File: src/rtl/lkd_pkg.sv
`timescale 1ns/1ps
package lkd_pkg;
   // pairing state: idle, or holding one edge while the partner is awaited
   typedef enum logic [1:0] {
      PW_IDLE     = 2'd0,
      PW_WAIT_FB  = 2'd1,
      PW_WAIT_REF = 2'd2
   } pair_state_e;

   localparam int LANE_REF = 0;
   localparam int LANE_FB  = 1;
   localparam int LANES    = 2;
endpackage

File: src/rtl/lkd_edge_sync.sv
`timescale 1ns/1ps
module lkd_edge_sync #(
   parameter int STAGES = 2
) (
   input  logic clk,
   input  logic rst_n,
   input  logic d,
   output logic rise
);
   logic prev;
   logic level;

   generate
      if (STAGES > 4) begin : g_bad_depth
         $error("lkd_edge_sync: STAGES must be 0..4");
      end
      if (STAGES == 0) begin : g_direct
         assign level = d;
      end else begin : g_chain
         logic [STAGES-1:0] chain;
         always_ff @(posedge clk or negedge rst_n) begin
            if (!rst_n) chain <= '0;
            else        chain <= STAGES'({chain, d});
         end
         assign level = chain[STAGES-1];
      end
   endgenerate

   always_ff @(posedge clk or negedge rst_n) begin
      if (!rst_n) prev <= 1'b0;
      else        prev <= level;
   end

   assign rise = level & ~prev;


   rise_single_chk: assert property (@(posedge clk) disable iff (!rst_n)
      rise |=> !rise);
endmodule

File: src/rtl/lkd_pair_timer.sv
`timescale 1ns/1ps
module lkd_pair_timer
   import lkd_pkg::*;
#(
   parameter int CNT_W = 8
) (
   input  logic             clk,
   input  logic             rst_n,
   input  logic             ref_rise,
   input  logic             fb_rise,
   input  logic [CNT_W-1:0] miss_ticks,
   output logic             m_valid,
   output logic [CNT_W-1:0] m_mag,
   output logic             m_fb_early
);
   localparam logic [CNT_W-1:0] ONE = CNT_W'(1);
   localparam logic [CNT_W-1:0] SAT = '1;

   generate
      if (CNT_W < 2) begin : g_bad_width
         $error("lkd_pair_timer: CNT_W must be at least 2");
      end
   endgenerate

   pair_state_e      st, st_n;
   logic [CNT_W-1:0] cnt, cnt_n;
   logic             emit;
   logic [CNT_W-1:0] e_mag;
   logic             e_fb;

   always_comb begin
      st_n  = st;
      cnt_n = cnt;
      emit  = 1'b0;
      e_mag = '0;
      e_fb  = 1'b0;
      case (st)
         PW_IDLE: begin
            if (ref_rise && fb_rise) begin
               emit = 1'b1;
            end else if (ref_rise) begin
               st_n  = PW_WAIT_FB;
               cnt_n = ONE;
            end else if (fb_rise) begin
               st_n  = PW_WAIT_REF;
               cnt_n = ONE;
            end
         end
         PW_WAIT_FB: begin
            if (fb_rise) begin
               emit  = 1'b1;
               e_mag = cnt;
               if (ref_rise) cnt_n = ONE;
               else          st_n  = PW_IDLE;
            end else if (ref_rise) begin
               emit  = 1'b1;
               e_mag = SAT;
               cnt_n = ONE;
            end else if (cnt >= miss_ticks) begin
               emit  = 1'b1;
               e_mag = SAT;
               st_n  = PW_IDLE;
            end else begin
               cnt_n = cnt + ONE;
            end
         end
         PW_WAIT_REF: begin
            e_fb = 1'b1;
            if (ref_rise) begin
               emit  = 1'b1;
               e_mag = cnt;
               if (fb_rise) cnt_n = ONE;
               else         st_n  = PW_IDLE;
            end else if (fb_rise) begin
               emit  = 1'b1;
               e_mag = SAT;
               cnt_n = ONE;
            end else if (cnt >= miss_ticks) begin
               emit  = 1'b1;
               e_mag = SAT;
               st_n  = PW_IDLE;
            end else begin
               cnt_n = cnt + ONE;
            end
         end
         default: st_n = PW_IDLE;
      endcase
   end

   always_ff @(posedge clk or negedge rst_n) begin
      if (!rst_n) begin
         st         <= PW_IDLE;
         cnt        <= '0;
         m_valid    <= 1'b0;
         m_mag      <= '0;
         m_fb_early <= 1'b0;
      end else begin
         st         <= st_n;
         cnt        <= cnt_n;
         m_valid    <= emit;
         m_mag      <= emit ? e_mag : m_mag;
         m_fb_early <= emit ? e_fb : m_fb_early;
      end
   end


   wait_cnt_chk: assert property (@(posedge clk) disable iff (!rst_n)
      (st != PW_IDLE) |-> (cnt != '0));


   idle_same_tick_chk: assert property (@(posedge clk) disable iff (!rst_n)
      (st == PW_IDLE && ref_rise && fb_rise) |=> (m_valid && m_mag == '0));
endmodule

File: src/rtl/lkd_hyst_flag.sv
`timescale 1ns/1ps
module lkd_hyst_flag #(
   parameter int CNT_W = 8
) (
   input  logic             clk,
   input  logic             rst_n,
   input  logic             m_valid,
   input  logic [CNT_W-1:0] m_mag,
   input  logic [CNT_W-1:0] trip_ticks,
   input  logic [CNT_W-1:0] clear_ticks,
   output logic             unlocked
);
   always_ff @(posedge clk or negedge rst_n) begin
      if (!rst_n) begin
         unlocked <= 1'b1;
      end else if (m_valid) begin
         if (m_mag > trip_ticks)       unlocked <= 1'b1;
         else if (m_mag < clear_ticks) unlocked <= 1'b0;
      end
   end


   flag_hold_chk: assert property (@(posedge clk) disable iff (!rst_n)
      !$past(m_valid) |-> $stable(unlocked));


   flag_set_chk: assert property (@(posedge clk) disable iff (!rst_n)
      $rose(unlocked) |-> ($past(m_mag) > $past(trip_ticks)));


   flag_clear_chk: assert property (@(posedge clk) disable iff (!rst_n)
      $fell(unlocked) |-> ($past(m_mag) < $past(clear_ticks)));
endmodule

File: src/rtl/lock_loss_detector.sv
`timescale 1ns/1ps
module lock_loss_detector
   import lkd_pkg::*;
#(
   parameter int CNT_W       = 8,
   parameter int SYNC_STAGES = 2
) (
   input  logic             clk,
   input  logic             rst_n,
   input  logic             ref_in,
   input  logic             fb_in,
   input  logic [CNT_W-1:0] trip_ticks,
   input  logic [CNT_W-1:0] clear_ticks,
   input  logic [CNT_W-1:0] miss_ticks,
   output logic             unlocked,
   output logic [CNT_W-1:0] err_mag,
   output logic             fb_early,
   output logic             err_valid
);
   logic [LANES-1:0] lane_in;
   logic [LANES-1:0] lane_rise;

   assign lane_in[LANE_REF] = ref_in;
   assign lane_in[LANE_FB]  = fb_in;

   generate
      for (genvar g = 0; g < LANES; g++) begin : g_lane
         lkd_edge_sync #(.STAGES(SYNC_STAGES)) u_sync (
            .clk  (clk),
            .rst_n(rst_n),
            .d    (lane_in[g]),
            .rise (lane_rise[g])
         );
      end
   endgenerate

   lkd_pair_timer #(.CNT_W(CNT_W)) u_pair (
      .clk       (clk),
      .rst_n     (rst_n),
      .ref_rise  (lane_rise[LANE_REF]),
      .fb_rise   (lane_rise[LANE_FB]),
      .miss_ticks(miss_ticks),
      .m_valid   (err_valid),
      .m_mag     (err_mag),
      .m_fb_early(fb_early)
   );

   lkd_hyst_flag #(.CNT_W(CNT_W)) u_flag (
      .clk        (clk),
      .rst_n      (rst_n),
      .m_valid    (err_valid),
      .m_mag      (err_mag),
      .trip_ticks (trip_ticks),
      .clear_ticks(clear_ticks),
      .unlocked   (unlocked)
   );
endmodule

File: config.mk
export PLATFORM = sky130hd
export DESIGN_NAME = lock_loss_detector
export DESIGN_NICKNAME = d
export VERILOG_FILES = /design/src/rtl/lkd_pkg.sv /design/src/rtl/lkd_edge_sync.sv /design/src/rtl/lkd_pair_timer.sv /design/src/rtl/lkd_hyst_flag.sv /design/src/rtl/lock_loss_detector.sv
export SDC_FILE = /design/constraint.sdc
export NUM_CORES = 1
export LEC_CHECK = 0
export ABC_AREA = 1
export BUFFER_PORTS_ARGS = -buffer_cell sky130_fd_sc_hd__buf_2
export CAP_MARGIN = 0
export CORE_ASPECT_RATIO = 1.25
export CORE_MARGIN = 4
export CORE_UTILIZATION = 55
export DETAILED_ROUTE_END_ITERATION = 16
export PLACE_DENSITY = 0.78
export SLEW_MARGIN = 20
export SYNTH_ARGS = -nofsm -noshare
export SYNTH_HDL_FRONTEND = slang
export SYNTH_SLANG_ARGS = --single-unit
File: constraint.sdc
create_clock -name clk -period 2.24 [get_ports clk]
set_clock_uncertainty 0.1 [all_clocks]
set_input_delay 0.112 -clock clk [delete_from_list [all_inputs] [get_ports clk]]
set_output_delay 0.112 -clock clk [all_outputs]
set_load 0.01 [all_outputs]
# Word level (Yosys, flattened, before mapping)
# Cells that the tools add are included.
# W data, S select, Z words.
[word_totals] regBits=27 output_inout_bits=11 word_cells=69
[op_classes] add_sub_neg=1 n_lt_le_gt_ge=3 eq_ne=7 n_mux=37 bitwise=4 reduce_logical=7
[ops] operator="$mux W8" count=14
[ops] operator="$pmux W8 S3" count=1
[ops] operator="$mux W2" count=10
[ops] operator="$pmux W8 S2" count=1
[ops] operator="$mux W1" count=9
[ops] operator="$add A8 B1 Y8 const B" count=1
[ops] operator="$ge A8 B8 Y1" count=1
[ops] operator="$gt A8 B8 Y1" count=1
[ops] operator="$lt A8 B8 Y1" count=1
[ops] operator="$ne A2 B2 Y1 const B" count=3
[ops] operator="$pmux W2 S3" count=1
[ops] operator="$reduce_and A4 Y1" count=1
[ops] operator="$ne A3 B1 Y1 const B" count=1
[ops] operator="$ne A3 B2 Y1 const B" count=1
[ops] operator="$pmux W1 S3" count=1
[ops] operator="$reduce_and A3 Y1" count=1
[ops] operator="$reduce_bool A3 Y1" count=1
[ops] operator="$and A1 B1 Y1" count=2
[ops] operator="$eq A2 B1 Y1 const B" count=1
[ops] operator="$eq A2 B2 Y1 const B" count=1
[ops] operator="$logic_not A2 Y1" count=1
[ops] operator="$not A1 Y1" count=2
[ops] operator="$reduce_and A2 Y1" count=1
[ops] operator="$reduce_bool A2 Y1" count=1
[ops] operator="$logic_and A1 B1 Y1" count=1

# Depth between registers and ports, before layout
[logic_depth] depth_word=6 depth_mapped=16

# Modules after synthesis
# Synthesis repeated with hierarchy kept, for this count alone.
[unflattened] hier_cells=340 area_unflattened_um2=2426.1
[modules_own_cells] module="lkd_pair_timer" n_inst=1 cells_per_inst=259 area_per_inst_um2=1813.0 seq_area_each_um2=500.5
[modules_own_cells] module="lkd_hyst_flag" n_inst=1 cells_per_inst=71 area_per_inst_um2=442.9 seq_area_each_um2=26.3
[modules_own_cells] module="lkd_edge_sync" n_inst=2 cells_per_inst=5 area_per_inst_um2=85.1 seq_area_each_um2=75.1

# Worst setup path before layout
# No wires, ideal clock.
[synth_timing] path_type="reg-to-reg" startpoint="register u_pair.cnt[7]" endpoint="register u_pair.m_fb_early" setup_time_ns=0.118 t_arrival_ns=1.698 path_slack_ns=0.323 stages_incl_launch_ff=11 path_buffers=1 path_cell_list="dfrtp_1 ha_1 nand2_2 inv_1 a21oi_4 nand3_4 nor2_4 o22ai_2 nand2_4 buf_12 o21ai_2"
[synth_between] elab_chain_len=5 word_cells_on_any_way=7
[synth_rtl] element="start: declaration" line="lkd_pair_timer.sv:26" rtl="logic [CNT_W-1:0] cnt, cnt_n;"
[synth_rtl] element="start signal: assignment" line="lkd_pair_timer.sv:99" rtl="cnt <= cnt_n;"
[synth_rtl] element="$ge A8 B8 Y1 (*)" line="lkd_pair_timer.sv:59, lkd_pair_timer.sv:78"
[synth_rtl] element="$mux W1 (*)" line="lkd_pair_timer.sv:59, lkd_pair_timer.sv:78"
[synth_rtl] element="$mux W1 (on tied branches)" line="lkd_pair_timer.sv:74, lkd_pair_timer.sv:55"
[synth_rtl] element="$mux W1 (on tied branches)" line="lkd_pair_timer.sv:69, lkd_pair_timer.sv:50"
[synth_rtl] element="$pmux W1 S3 (*)" line="lkd_pair_timer.sv:37" rtl="case (st)"
[synth_rtl] element="end signal: assignment" line="lkd_pair_timer.sv:102" rtl="m_fb_early <= emit ? e_fb : m_fb_early;"
[synth_rtl] element="end: declaration" line="lkd_pair_timer.sv:14" rtl="output logic m_fb_early"
# Mark *: on every way between the ends. The rest lies on a longest branch, timed or not.
# A chain may end at the register's enable or synchronous reset.

# Worst setup path after layout
[layout_timing] startpoint="register u_pair.cnt[1]" endpoint="register u_pair.m_mag[6]"
[layout_between] elab_chain_len=5 word_cells_on_any_way=13
[layout_rtl] element="$ge A8 B8 Y1 (*)" line="lkd_pair_timer.sv:59, lkd_pair_timer.sv:78"
[layout_rtl] element="$mux W1 or $mux W8 (tied branches)" line="lkd_pair_timer.sv:59, lkd_pair_timer.sv:78"
[layout_rtl] element="$mux W1 (tied with other cells)" line="lkd_pair_timer.sv:74" rtl="end else if (fb_rise) begin"
[layout_rtl] element="$mux W1 (tied with other cells)" line="lkd_pair_timer.sv:69" rtl="if (ref_rise) begin"
[layout_rtl] element="$pmux W1 S3 or $pmux W8 S2 (tied branches)" line="lkd_pair_timer.sv:37"
[layout_rtl] element="end signal: assignment" line="lkd_pair_timer.sv:101" rtl="m_mag <= emit ? e_mag : m_mag;"
[layout_rtl] element="end: declaration" line="lkd_pair_timer.sv:13" rtl="output logic [CNT_W-1:0] m_mag,"
# Marked as above.

==> flow_metrics.tcl <==
set metrics [dict create \
    synth.net_count 395 \
    syn2layout_area_growth_pct 14.45 \
    cts_tree "yes" \
    cp-start-kind "flip-flop" \
    critPathArrivalTime_ps 2160 \
    grt_pass1_wl_microns 8866 \
    cts_resized 0 \
    status "completed" \
    path_common_cell "nand2_1" \
    htree_num_levels 1 \
    synth_top_area_cell "dfrtp_1" \
    top_usage_layer "met2" \
    rows 26 \
    initial_core_util_pct 57.21 \
    critical_path_class "flip-flop to flip-flop" \
    drive_gt1_share_pct 18.39 \
    antenna_found_initial 0 \
    cts_root_buf "clkbuf_8" \
    crit_start "u_pair.cnt[1]" \
    hpwl_microns 4386 \
    internal-power_uw 1284 \
    synth.distinct_cells 33 \
    async_flop_share_pct 100.0 \
    vias_per_cell 5.226 \
    core_area_sq_um 4131 \
    clkTransAtPathRegs_ps 100 \
    yosys_warnings 0 \
    worst-r2r-setup-slack_ps 180 \
    worst_pin_slew_ps 598.9 \
    worst_hold_slack_ps 256.7 \
    grt.total_usage_pct 21.08 \
    multi_input_area_sq_um 1429 \
    wl_per_cell_microns 12.05 \
    r2r_cells 12 \
    nFillCells 371 \
    synthFlopType "dfrtp_1" \
    ios 39 \
    final.period_utilization_pct 91.88 \
    use_met2_pct 39.48 \
    synth_commonest_cells "112 x nand2_1, 58 x inv_1, 28 x ha_1, 26 x dfrtp_1, 20 x nor2_1" \
    p_seq_share_pct 29.4 \
    reg2reg_from "u_pair.cnt[1]" \
    syn_inst 339 \
    p_leak_uw 0.001544 \
    fmax_mhz 485.9 \
    setup_violations 0 \
    dieArea_sq_um 5417 \
    die_h_microns 81.29 \
    num_vias 2310 \
    numCtsBuffers 3 \
    ys_seq_elements 27 \
    hold_class "flip-flop to flip-flop" \
    worstSkewPairLatency_ps 270 \
    p_switching_uw 1208 \
    cp-endpoint "u_pair.m_mag[6]" \
    hold_violations 0 \
    crit_path_top_delay_cell "dfrtp_1" \
    relSlewSlack_pct 60.08 \
    vdd_ir_drop_max_v 0.0004824 \
    slew_violations 0 \
    seqCellArea_sq_um 676.9 \
    crit_chain "ha_1 -> nand2_1 -> nand2_1 -> nand2_1 -> nand2_1 -> nand2_2 -> nand3_4 -> nor2_4 -> o22ai_2 -> nand2_4 -> nand2_1 -> o21ai_2" \
    synth_most_common_cell "nand2_1" \
    finalNonFillerCells 442 \
    grtUsageMet3_pct 1.798 \
    setup_tns_ps 0 \
    drtAntennaViolNets 0 \
    avgSynthCellArea_sq_um 6.972 \
    crit_path_max_incr_delay_ps 450 \
    p_per_area_nw_per_um2 921.0 \
    finalCriticalPeriod_ps 2058 \
    netlist_area_sq_um 2364 \
    drc_errors 0 \
    endpoint_kind "flip-flop" \
    pwr-share-comb_pct 59.4 \
    worstPathMaxFanout 19 \
    place_congestion 0.8740 \
    switching_share_pct 48.47 \
    routed_wl_microns 5325 \
    maxCapViolCount 0 \
    rsz0062_at_grt "false" \
    synthTopCellsByArea "dfrtp_1 28%, nand2_1 18%, ha_1 15%, inv_1 9.2%, a21oi_1 3.4%" \
    synth_top_area_share_pct 27.53 \
    grt_pass1_vias 2131 \
    drt_first_pass_iters 4 \
    use_met1_pct 24.11 \
    final_net_count 443 \
    dieWidth_microns 66.64 \
    worstPathRequired_ps 2340 \
    dp.cells 434 \
    synth_edf_count 0 \
    yosysSeqAreaShare_pct 28.64 \
    drt_iter0_drc 100 \
    r2r_end "u_pair.m_mag[6]" \
    antenna_cells 0 \
    io_buffer_count 38 \
    grt.overflow.total 0 \
    cts.path.max_buffers 2 \
    min_from "g_lane[1].u_sync.g_chain.chain[0]" \
    clkSinkCount 27 \
    power_frac_clock_pct 11.2 \
    grt_max_degree 28 \
]
worst min-delay path by stage:
| stage | endpoint | slack (ps) | cells past startpoint |
|---|---|---|---|
| floorplan | g_lane[0].u_sync.g_chain.chain[0] | -280 | 0 |
| global placement | u_pair.m_valid | 40 | 1 |
| detailed placement | u_pair.m_valid | 60 | 1 |
| CTS | g_lane[1].u_sync.g_chain.chain[1] | 260 | 0 |
| global route | g_lane[1].u_sync.g_chain.chain[1] | 270 | 0 |
| finish | g_lane[1].u_sync.g_chain.chain[1] | 260 | 0 |
cell families (layout without fill, tap and decap cells):
group	count (synthesis)	count (layout)	share of synthesized area, %
AND/OR/NAND/NOR	166	166	30.54
flip-flops	27	27	28.64
adder cells (fa/ha/maj)	28	28	14.82
AO/OA/AOI/OAI	55	55	15.09
buffers and inverters	63	110	10.91
metal layers:
layer,share of wire [%],wire length [microns]
met2,51,2735
met5,0,0
met3,4.6,244
met1,41,2184
met4,3.0,160
repair_timing:
action	4_1_cts	5_1_grt
setup buffers	0	1
hold buffers	3	0
endpoints found under the setup margin	0	10
endpoints found under the hold margin	28	0
metrics by stage:
step                      utilization (%)  worst slack [ps]  total power (uW)  area (sq um)
after global routing                65.48             48.55              2735          2705
after global placement              63.45             152.6              2147          2621
after floorplan                         -             323.5              1822          2364
after detailed placement            63.45             87.87              2206          2621
final                               65.48             181.9              2491          2705
after CTS                           65.29             65.32              2491          2698
sequential cells by signal, summed over array words and instances (netlist names):
name                         count
u_pair.cnt                       8
u_pair.m_mag                     8
g_lane.u_sync.g_chain.chain      4
g_lane.u_sync.prev               2
u_pair.st                        2
u_flag.unlocked                  1
u_pair.m_fb_early                1
u_pair.m_valid                   1
worst max-delay path, delay by kind of cell (launching register included):
| family | cells | cell delay [ps] |
|---|---|---|
| simple gates | 9 | 940 |
| flops | 1 | 450 |
| compound gates | 2 | 160 |
| fa+ha+maj | 1 | 320 |
layout make-up:
| class | instances | area share [%] |
|---|---|---|
| clock buffers | 3 | 1.526 |
| repair buffers | 46 | 9.528 |
| flip-flops and latches | 27 | 25.02 |
| well taps | 56 | 2.590 |
| inverters | 60 | 8.326 |
| clock inverters | 1 | 0.1850 |
| multi-input cells | 249 | 52.82 |
layout by cell type (no fill, tap or decap), types with 5 or more instances in the layout:
cell type and n:
o21ai_0 15, inv_1 58, buf_2 38, nand2_1 112
buf_4 5, a21boi_1 5, ha_1 28, nand4_1 7
nor2_1 20, a21oi_1 16, o21ai_2 9, nand3_1 11
dfrtp_1 26
power by group through the flow:
stage                     clock network [uW]  logic, uW  registers [uW]
after global placement                     0       1410             734
final                                    280       1480             731
after floorplan                            0       1080             746
after global routing                     308       1680             749
after detailed placement                   0       1470             738
after CTS                                286       1480             728
No activity file was read; power rests on OpenSTA's default activity.
